### src/rtl/rxcore_pkg.sv
package rxcore_pkg;
  typedef enum logic [2:0] {
    ST_IDLE,
    ST_START,
    ST_DATA,
    ST_PAR,
    ST_STOP,
    ST_HOLD
  } rx_state_e;

  typedef struct packed {
    logic parity;
    logic frame;
    logic brk;
  } rx_err_t;
endpackage

### src/rtl/rx_sync.sv
module rx_sync #(
  parameter int STAGES = 2
) (
  input  logic clk,
  input  logic rst_n,
  input  logic d_i,
  output logic q_o
);
  logic [STAGES-1:0] pipe_q;

  always_ff @(posedge clk or negedge rst_n) begin
    if (!rst_n) pipe_q <= '1;
    else        pipe_q <= {pipe_q[STAGES-2:0], d_i};
  end

  assign q_o = pipe_q[STAGES-1];
endmodule

### src/rtl/rx_frame_ctrl.sv
module rx_frame_ctrl
  import rxcore_pkg::*;
#(
  parameter int OSR      = 16,
  parameter int MAX_BITS = 8,
  parameter int MIN_BITS = 5,
  parameter int LEN_W    = 2
) (
  input  logic                clk,
  input  logic                rst_n,
  input  logic                tick_i,
  input  logic                rxd_i,
  input  logic [LEN_W-1:0]    cfg_len_i,
  input  logic                par_en_i,
  input  logic                par_even_i,
  output logic                done_o,
  output logic [MAX_BITS-1:0] data_o,
  output rx_err_t             err_o
);
  localparam int CNT_W  = $clog2(OSR);
  localparam int BIDX_W = $clog2(MAX_BITS);
  localparam logic [CNT_W-1:0] MID  = CNT_W'(OSR/2 - 1);
  localparam logic [CNT_W-1:0] LAST = CNT_W'(OSR - 1);
  localparam logic [LEN_W-1:0] SPAN = LEN_W'(MAX_BITS - MIN_BITS);

  rx_state_e           state_q, state_n;
  logic [CNT_W-1:0]    cnt_q, cnt_n;
  logic [BIDX_W-1:0]   bidx_q, bidx_n;
  logic [MAX_BITS-1:0] shr_q, shr_n;
  logic                par_q, par_n;
  logic                zero_q, zero_n;
  logic                samp;
  logic [BIDX_W-1:0]   last_bit;
  logic                brk;

  assign samp     = tick_i && (cnt_q == LAST);
  assign last_bit = BIDX_W'(MIN_BITS - 1) + BIDX_W'(cfg_len_i);
  assign brk      = zero_q && !rxd_i;

  always_comb begin
    state_n = state_q;
    cnt_n   = cnt_q;
    bidx_n  = bidx_q;
    shr_n   = shr_q;
    par_n   = par_q;
    zero_n  = zero_q;
    done_o  = 1'b0;
    err_o   = '0;
    case (state_q)
      ST_IDLE: if (tick_i && !rxd_i) begin
        state_n = ST_START;
        cnt_n   = '0;
      end
      ST_START: if (tick_i) begin
        if (cnt_q == MID) begin
          cnt_n = '0;
          if (!rxd_i) begin
            state_n = ST_DATA;
            bidx_n  = '0;
            shr_n   = '0;
            par_n   = 1'b0;
            zero_n  = 1'b1;
          end else begin
            state_n = ST_IDLE;
          end
        end else begin
          cnt_n = cnt_q + 1'b1;
        end
      end
      ST_DATA: if (tick_i) begin
        cnt_n = cnt_q + 1'b1;
        if (samp) begin
          shr_n  = {rxd_i, shr_q[MAX_BITS-1:1]};
          par_n  = par_q ^ rxd_i;
          zero_n = zero_q && !rxd_i;
          bidx_n = bidx_q + 1'b1;
          if (bidx_q == last_bit) state_n = par_en_i ? ST_PAR : ST_STOP;
        end
      end
      ST_PAR: if (tick_i) begin
        cnt_n = cnt_q + 1'b1;
        if (samp) begin
          par_n   = par_q ^ rxd_i;
          zero_n  = zero_q && !rxd_i;
          state_n = ST_STOP;
        end
      end
      ST_STOP: if (tick_i) begin
        cnt_n = cnt_q + 1'b1;
        if (samp) begin
          done_o       = 1'b1;
          err_o.brk    = brk;
          err_o.frame  = !rxd_i && !brk;
          err_o.parity = par_en_i && !brk && (par_q ^ !par_even_i);
          state_n      = brk ? ST_HOLD : ST_IDLE;
        end
      end
      ST_HOLD: if (rxd_i) state_n = ST_IDLE;
      default: state_n = ST_IDLE;
    endcase
  end

  always_ff @(posedge clk or negedge rst_n) begin
    if (!rst_n) begin
      state_q <= ST_IDLE;
      cnt_q   <= '0;
      bidx_q  <= '0;
      shr_q   <= '0;
      par_q   <= 1'b0;
      zero_q  <= 1'b0;
    end else begin
      state_q <= state_n;
      cnt_q   <= cnt_n;
      bidx_q  <= bidx_n;
      shr_q   <= shr_n;
      par_q   <= par_n;
      zero_q  <= zero_n;
    end
  end

  assign data_o = shr_q >> (SPAN - cfg_len_i);

  // a high line at the mid-start sample abandons the frame
  a_r3_false_start: assert property (@(posedge clk) disable iff (!rst_n)
    (state_q == ST_START && tick_i && cnt_q == MID && rxd_i) |=> (state_q == ST_IDLE));

  // the start bit is not left before its middle sample
  a_r2_mid_window: assert property (@(posedge clk) disable iff (!rst_n)
    (state_q == ST_START && !(tick_i && cnt_q == MID)) |=> (state_q == ST_START));

  // no character completes while waiting for the line to rise after a break
  a_r6_hold_quiet: assert property (@(posedge clk) disable iff (!rst_n)
    (state_q == ST_HOLD) |-> !done_o);
endmodule

### src/rtl/rx_status_regs.sv
module rx_status_regs
  import rxcore_pkg::*;
#(
  parameter int MAX_BITS = 8
) (
  input  logic                clk,
  input  logic                rst_n,
  input  logic                done_i,
  input  logic [MAX_BITS-1:0] data_i,
  input  rx_err_t             err_i,
  input  logic                data_rd_i,
  input  logic                stat_rd_i,
  output logic [MAX_BITS-1:0] data_o,
  output logic                ready_o,
  output logic                perr_o,
  output logic                ferr_o,
  output logic                oerr_o,
  output logic                berr_o,
  output logic                irq_o
);
  logic [MAX_BITS-1:0] data_q, data_n;
  logic ready_q, ready_n, perr_q, perr_n, ferr_q, ferr_n;
  logic oerr_q, oerr_n, berr_q, berr_n, irq_q, irq_n;
  logic ovr_set;

  always_comb begin
    ovr_set = done_i && ready_q && !data_rd_i;
    data_n  = done_i ? data_i : data_q;
    ready_n = done_i || (ready_q && !data_rd_i);
    perr_n  = (done_i && err_i.parity) || (perr_q && !stat_rd_i);
    ferr_n  = (done_i && err_i.frame)  || (ferr_q && !stat_rd_i);
    berr_n  = (done_i && err_i.brk)    || (berr_q && !stat_rd_i);
    oerr_n  = ovr_set                  || (oerr_q && !stat_rd_i);
    irq_n   = done_i && (err_i.parity || err_i.frame || err_i.brk || ovr_set);
  end

  always_ff @(posedge clk or negedge rst_n) begin
    if (!rst_n) begin
      data_q  <= '0;
      ready_q <= 1'b0;
      perr_q  <= 1'b0;
      ferr_q  <= 1'b0;
      oerr_q  <= 1'b0;
      berr_q  <= 1'b0;
      irq_q   <= 1'b0;
    end else begin
      data_q  <= data_n;
      ready_q <= ready_n;
      perr_q  <= perr_n;
      ferr_q  <= ferr_n;
      oerr_q  <= oerr_n;
      berr_q  <= berr_n;
      irq_q   <= irq_n;
    end
  end

  assign data_o  = data_q;
  assign ready_o = ready_q;
  assign perr_o  = perr_q;
  assign ferr_o  = ferr_q;
  assign oerr_o  = oerr_q;
  assign berr_o  = berr_q;
  assign irq_o   = irq_q;

  // a completed character always leaves the ready flag set
  a_r1_load_ready: assert property (@(posedge clk) disable iff (!rst_n)
    done_i |=> ready_o);

  // a read with no load in the same cycle empties the register
  a_r9_read_clears: assert property (@(posedge clk) disable iff (!rst_n)
    (data_rd_i && !done_i) |=> !ready_o);

  // loading into a full register records an overrun
  a_r7_overrun: assert property (@(posedge clk) disable iff (!rst_n)
    (done_i && ready_o && !data_rd_i) |=> oerr_o);

  // a status read with nothing new arriving clears every flag
  a_r8_status_clear: assert property (@(posedge clk) disable iff (!rst_n)
    (stat_rd_i && !done_i) |=> !(perr_o || ferr_o || oerr_o || berr_o));

  // the status pulse never appears without a flag raised
  a_r10_irq_flag: assert property (@(posedge clk) disable iff (!rst_n)
    irq_o |-> (perr_o || ferr_o || oerr_o || berr_o));
endmodule

### src/rtl/serial_rx_engine.sv
module serial_rx_engine
  import rxcore_pkg::*;
#(
  parameter int OSR         = 16,
  parameter int MAX_BITS    = 8,
  parameter int MIN_BITS    = 5,
  parameter int SYNC_STAGES = 2,
  parameter int LEN_W       = $clog2(MAX_BITS - MIN_BITS + 1)
) (
  input  logic                clk,
  input  logic                rst_n,
  input  logic                tick16_i,
  input  logic                rxd_i,
  input  logic [LEN_W-1:0]    cfg_len_i,
  input  logic                cfg_par_en_i,
  input  logic                cfg_par_even_i,
  input  logic                data_rd_i,
  input  logic                stat_rd_i,
  output logic [MAX_BITS-1:0] rx_data_o,
  output logic                rx_ready_o,
  output logic                err_parity_o,
  output logic                err_frame_o,
  output logic                err_overrun_o,
  output logic                err_break_o,
  output logic                rx_irq_o
);
  logic                rxd_s;
  logic                done;
  logic [MAX_BITS-1:0] chr;
  rx_err_t             err;

  rx_sync #(.STAGES(SYNC_STAGES)) u_sync (
    .clk(clk), .rst_n(rst_n), .d_i(rxd_i), .q_o(rxd_s)
  );

  rx_frame_ctrl #(
    .OSR(OSR), .MAX_BITS(MAX_BITS), .MIN_BITS(MIN_BITS), .LEN_W(LEN_W)
  ) u_frame (
    .clk(clk), .rst_n(rst_n), .tick_i(tick16_i), .rxd_i(rxd_s),
    .cfg_len_i(cfg_len_i), .par_en_i(cfg_par_en_i), .par_even_i(cfg_par_even_i),
    .done_o(done), .data_o(chr), .err_o(err)
  );

  rx_status_regs #(.MAX_BITS(MAX_BITS)) u_stat (
    .clk(clk), .rst_n(rst_n), .done_i(done), .data_i(chr), .err_i(err),
    .data_rd_i(data_rd_i), .stat_rd_i(stat_rd_i),
    .data_o(rx_data_o), .ready_o(rx_ready_o),
    .perr_o(err_parity_o), .ferr_o(err_frame_o), .oerr_o(err_overrun_o),
    .berr_o(err_break_o), .irq_o(rx_irq_o)
  );
endmodule

### config.mk
export PLATFORM = sky130hd
export DESIGN_NAME = serial_rx_engine
export DESIGN_NICKNAME = d
export VERILOG_FILES = /design/src/rtl/rxcore_pkg.sv /design/src/rtl/rx_sync.sv /design/src/rtl/rx_frame_ctrl.sv /design/src/rtl/rx_status_regs.sv /design/src/rtl/serial_rx_engine.sv
export SDC_FILE = /design/constraint.sdc
export NUM_CORES = 1
export LEC_CHECK = 0
export CAP_MARGIN = 20
export CORE_ASPECT_RATIO = 1.5
export CORE_MARGIN = 4
export CORE_UTILIZATION = 33
export DETAILED_ROUTE_END_ITERATION = 6
export DONT_BUFFER_PORTS = 1
export PLACE_DENSITY = 0.55
export SYNTH_ARGS = -nofsm -noshare
export SYNTH_HDL_FRONTEND = slang
export SYNTH_SLANG_ARGS = --single-unit
### constraint.sdc
create_clock -name clk -period 3.2 [get_ports clk]
set_input_delay 0.16 -clock clk [delete_from_list [all_inputs] [get_ports clk]]
set_output_delay 0.16 -clock clk [all_outputs]
set_load 0.02 [all_outputs]
==> impl_metrics.env <==
export IMPL_grtUsageTotal_pct=12.1
export IMPL_fin_util_pct=37.8
export IMPL_arrival_ns=2.12
export IMPL_min_period_ns=1.94
export IMPL_die_h_microns=101
export IMPL_synthDistinctLibCells=38
export IMPL_drive_gt1_share_pct=17.0
export IMPL_initial_utilization_pct=34.4
export IMPL_synth_top_family_by_area="simple AND/OR/NAND/NOR gates"
export IMPL_synth_adder_area_share_pct=1.33
export IMPL_cellPowerDensity_mw_per_mm2=628
export IMPL_dp_hpwl_mm=2.67
export IMPL_rr_startpoint="u_frame.state_q[2]"
export IMPL_slew_headroom_pct=50.8
export IMPL_status="completed"
export IMPL_ant_nets=0
export IMPL_leakagePower_nw=0.946
export IMPL_r2r_cells=3
export IMPL_holdCritStartpoint="cfg_len_i[1]"
export IMPL_tightestPinTransition_ns=0.731
export IMPL_reg2reg_setup_slack_ns=1.26
export IMPL_synth_compound_area_share_pct=9.94
export IMPL_htree_levels=2
export IMPL_crit_path_start_kind="register"
export IMPL_gp_congestion=0.727
export IMPL_dp_cells=240
export IMPL_synth_cells=180
export IMPL_grt_pass1_vias=1337
export IMPL_grt_overflow_total=0
export IMPL_hold_viol=0
export IMPL_fin_crit_sh_pct=60.6
export IMPL_antenna_cells=0
export IMPL_wl_mm=3.91
export IMPL_preCtsSetupSlack_ns=1.30
export IMPL_cap_violations=0
export IMPL_drt_iter0_markers=75
export IMPL_tns_ns=0
export IMPL_hp_class="in -> reg"
export IMPL_cp_required_ns=3.38
export IMPL_path_max_fanout=19
export IMPL_synth_top_flop_cell="dfrtp_1"
export IMPL_path_class="reg -> reg"
export IMPL_coreArea_sq_mm=0.00549
export IMPL_peakVddDrop_uv=237
export IMPL_cts_tree="done"
export IMPL_via_per_inst=5.11
export IMPL_setup_slack_ns=1.26
export IMPL_dr_pass1_iters=4
export IMPL_fin_skew_ns=0.00186
export IMPL_numPortBuffers=0
export IMPL_ys_warn_count=0
export IMPL_whs_endpoint="u_stat.data_o[6]"
export IMPL_synth_seq_cells=36
export IMPL_yosysSeqAreaShare_pct=47.8
export IMPL_synthToLayoutAreaGrowth_pct=9.81
export IMPL_setup_viol=0
export IMPL_wl_per_cell_microns=15.5
export IMPL_antenna_found_initial=0
export IMPL_die_x_microns=69.8
export IMPL_cts_root_buf="clkbuf_8"
export IMPL_synth_simple_area_share_pct=19.2
export IMPL_clkLatencyLatePin_ns=0.29
export IMPL_rsz0062_at_grt="no"
export IMPL_syn_avg_cell_area_sq_um=10.5
export IMPL_layout_cells_non_filler=252
export IMPL_r2r_end="u_stat.data_o[3]"
export IMPL_clock_sinks=36
export IMPL_grt_pass1_wl_mm=6.70
export IMPL_io_pins=24
export IMPL_async_flop_share_pct=100
export IMPL_via_count=1287
export IMPL_clkTransAtPathRegs_ns=0.07
export IMPL_cts_max_path_buffers=2
export IMPL_fmax_mhz=516
export IMPL_synth_mux_area_share_pct=14.4
export IMPL_synth_edf_count=0
export IMPL_finalMaxSlewViolations=0
export IMPL_post_route_drc_count=0
export IMPL_cts_buffers=5
export IMPL_min_path_cells=2
export IMPL_design_die_area_sq_mm=0.00702
export IMPL_end_kind="register"
export IMPL_syn_num_nets=192
export IMPL_grt_max_degree=37
export IMPL_final_nets=193
export IMPL_synth_xor_area_share_pct=3.25
export IMPL_syn_area_sq_mm=0.00189
export IMPL_placementRows=33
[layer usage]
metal	vias to the layer above	part of all wire (%)	track usage (%)
li1	640	-	-
met1	612	43	14.5
met2	28	49	19.7
met3	7	5.5	3.29
met4	0	2.5	6.34
met5	-	0	0
[logic make-up (layout without fill, tap and decap cells)]
group / after synthesis / after routing
buf+inv: 18 / 20
fa+ha+maj: 2 / 2
compound gates: 28 / 28
xor+xnor: 7 / 7
flops: 36 / 36
mux: 25 / 25
simple gates: 64 / 64
[worst max path at each step]
stage / from / to / slack (ns) / cells past startpoint
floorplan: u_frame.cnt_q[0] / u_frame.bidx_q[0] / 1.45 / 6
global placement: u_frame.state_q[2] / u_stat.data_o[4] / 1.33 / 3
detailed placement: u_frame.state_q[2] / u_stat.data_o[4] / 1.30 / 3
CTS: u_frame.state_q[2] / u_stat.data_o[0] / 1.28 / 3
global route: u_frame.cnt_q[0] / u_stat.data_o[0] / 1.13 / 4
finish: u_frame.state_q[2] / u_stat.data_o[3] / 1.26 / 3
[final cells by class]
| class | instances | area (sq um) |
|---|---|---|
| Sequential cell | 36 | 903 |
| Clock buffer | 7 | 86.3 |
| Fill cell | 547 | 3420 |
| Tap cell | 70 | 87.6 |
| Multi-Input combinational cell | 126 | 908 |
| Timing Repair Buffer | 4 | 50.0 |
| Inverter | 8 | 30.0 |
| Clock inverter | 1 | 7.51 |
[sequential cells by signal, indices dropped and copies added (netlist names)]
signal and count:
u_frame.shr_q 8, u_stat.data_o 8, u_frame.cnt_q 4, u_frame.bidx_q 3, u_frame.state_q 3, u_sync.pipe_q 2
u_frame.par_q 1, u_frame.zero_q 1, u_stat.berr_o 1, u_stat.ferr_o 1, u_stat.irq_o 1, u_stat.oerr_o 1
u_stat.perr_o 1, u_stat.ready_o 1
[Yosys cell counts (2+ instances only)]
library cell | count | share of area, %
and3_1 | 9 | 3.0
and4_1 | 2 | 0.93
ha_1 | 2 | 1.3
buf_2 | 7 | 1.9
nand2_1 | 13 | 2.6
a31oi_1 | 3 | 0.99
clkbuf_1 | 3 | 0.60
inv_1 | 8 | 1.6
a21o_1 | 2 | 0.79
mux2i_1 | 8 | 4.2
dfrtp_1 | 34 | 45
o22ai_1 | 2 | 0.66
mux2_2 | 17 | 10
xor2_1 | 4 | 1.9
nand2b_1 | 6 | 2.0
nor2_1 | 10 | 2.0
nand4_1 | 2 | 0.66
xnor2_1 | 3 | 1.4
dfstp_2 | 2 | 2.8
nor3b_1 | 2 | 0.79
nor4_1 | 4 | 1.3
nand3_1 | 5 | 1.3
o32ai_1 | 2 | 0.93
o21ai_0 | 7 | 1.9
nor2b_1 | 4 | 1.3
nand3b_1 | 2 | 0.79
a21oi_1 | 6 | 1.6
[worst max-delay path, cell delays in order, from the launching register on]
cell and delay [ns]:
dfrtp_1 0.59, nor3b_1 0.35, nand2_1 0.46, mux2_2 0.42
[where the power goes]
part | internal (mW) | switching [mW] | total (mW)
Sequential | 0.535 | 0.0878 | 0.623
Clock | 0.175 | 0.170 | 0.345
Combinational | 0.183 | 0.152 | 0.335
[what timing repair did]
item / 4_1_cts / 5_1_grt
hold buffers: 4 / 0
setup buffers: 0 / 0
resized for setup: 0 / 0
endpoints found under the hold margin: 41 / 0
[cells in the final DEF, fill, tap and decap left out, types with 5 or more instances in the layout]
cell and instances:
and3_1 9, mux2i_1 8, o21ai_0 7, nand3_1 5, clkbuf_8 6, nor2_1 10, nand2b_1 6, inv_1 8
mux2_2 17, a21oi_1 6, nand2_1 13, dfrtp_1 34
[per-stage QoR]
step	hold WS [ns]	instance area, sq um	total power [mW]
global placement	-0.135	1930	0.948
floorplan	-0.136	1890	0.893
global route	0.00587	2070	1.40
finish	0.0157	2070	1.30
CTS	0.00504	2070	1.32
detailed placement	-0.135	1930	0.957
No activity file was read; power rests on OpenSTA's default activity.
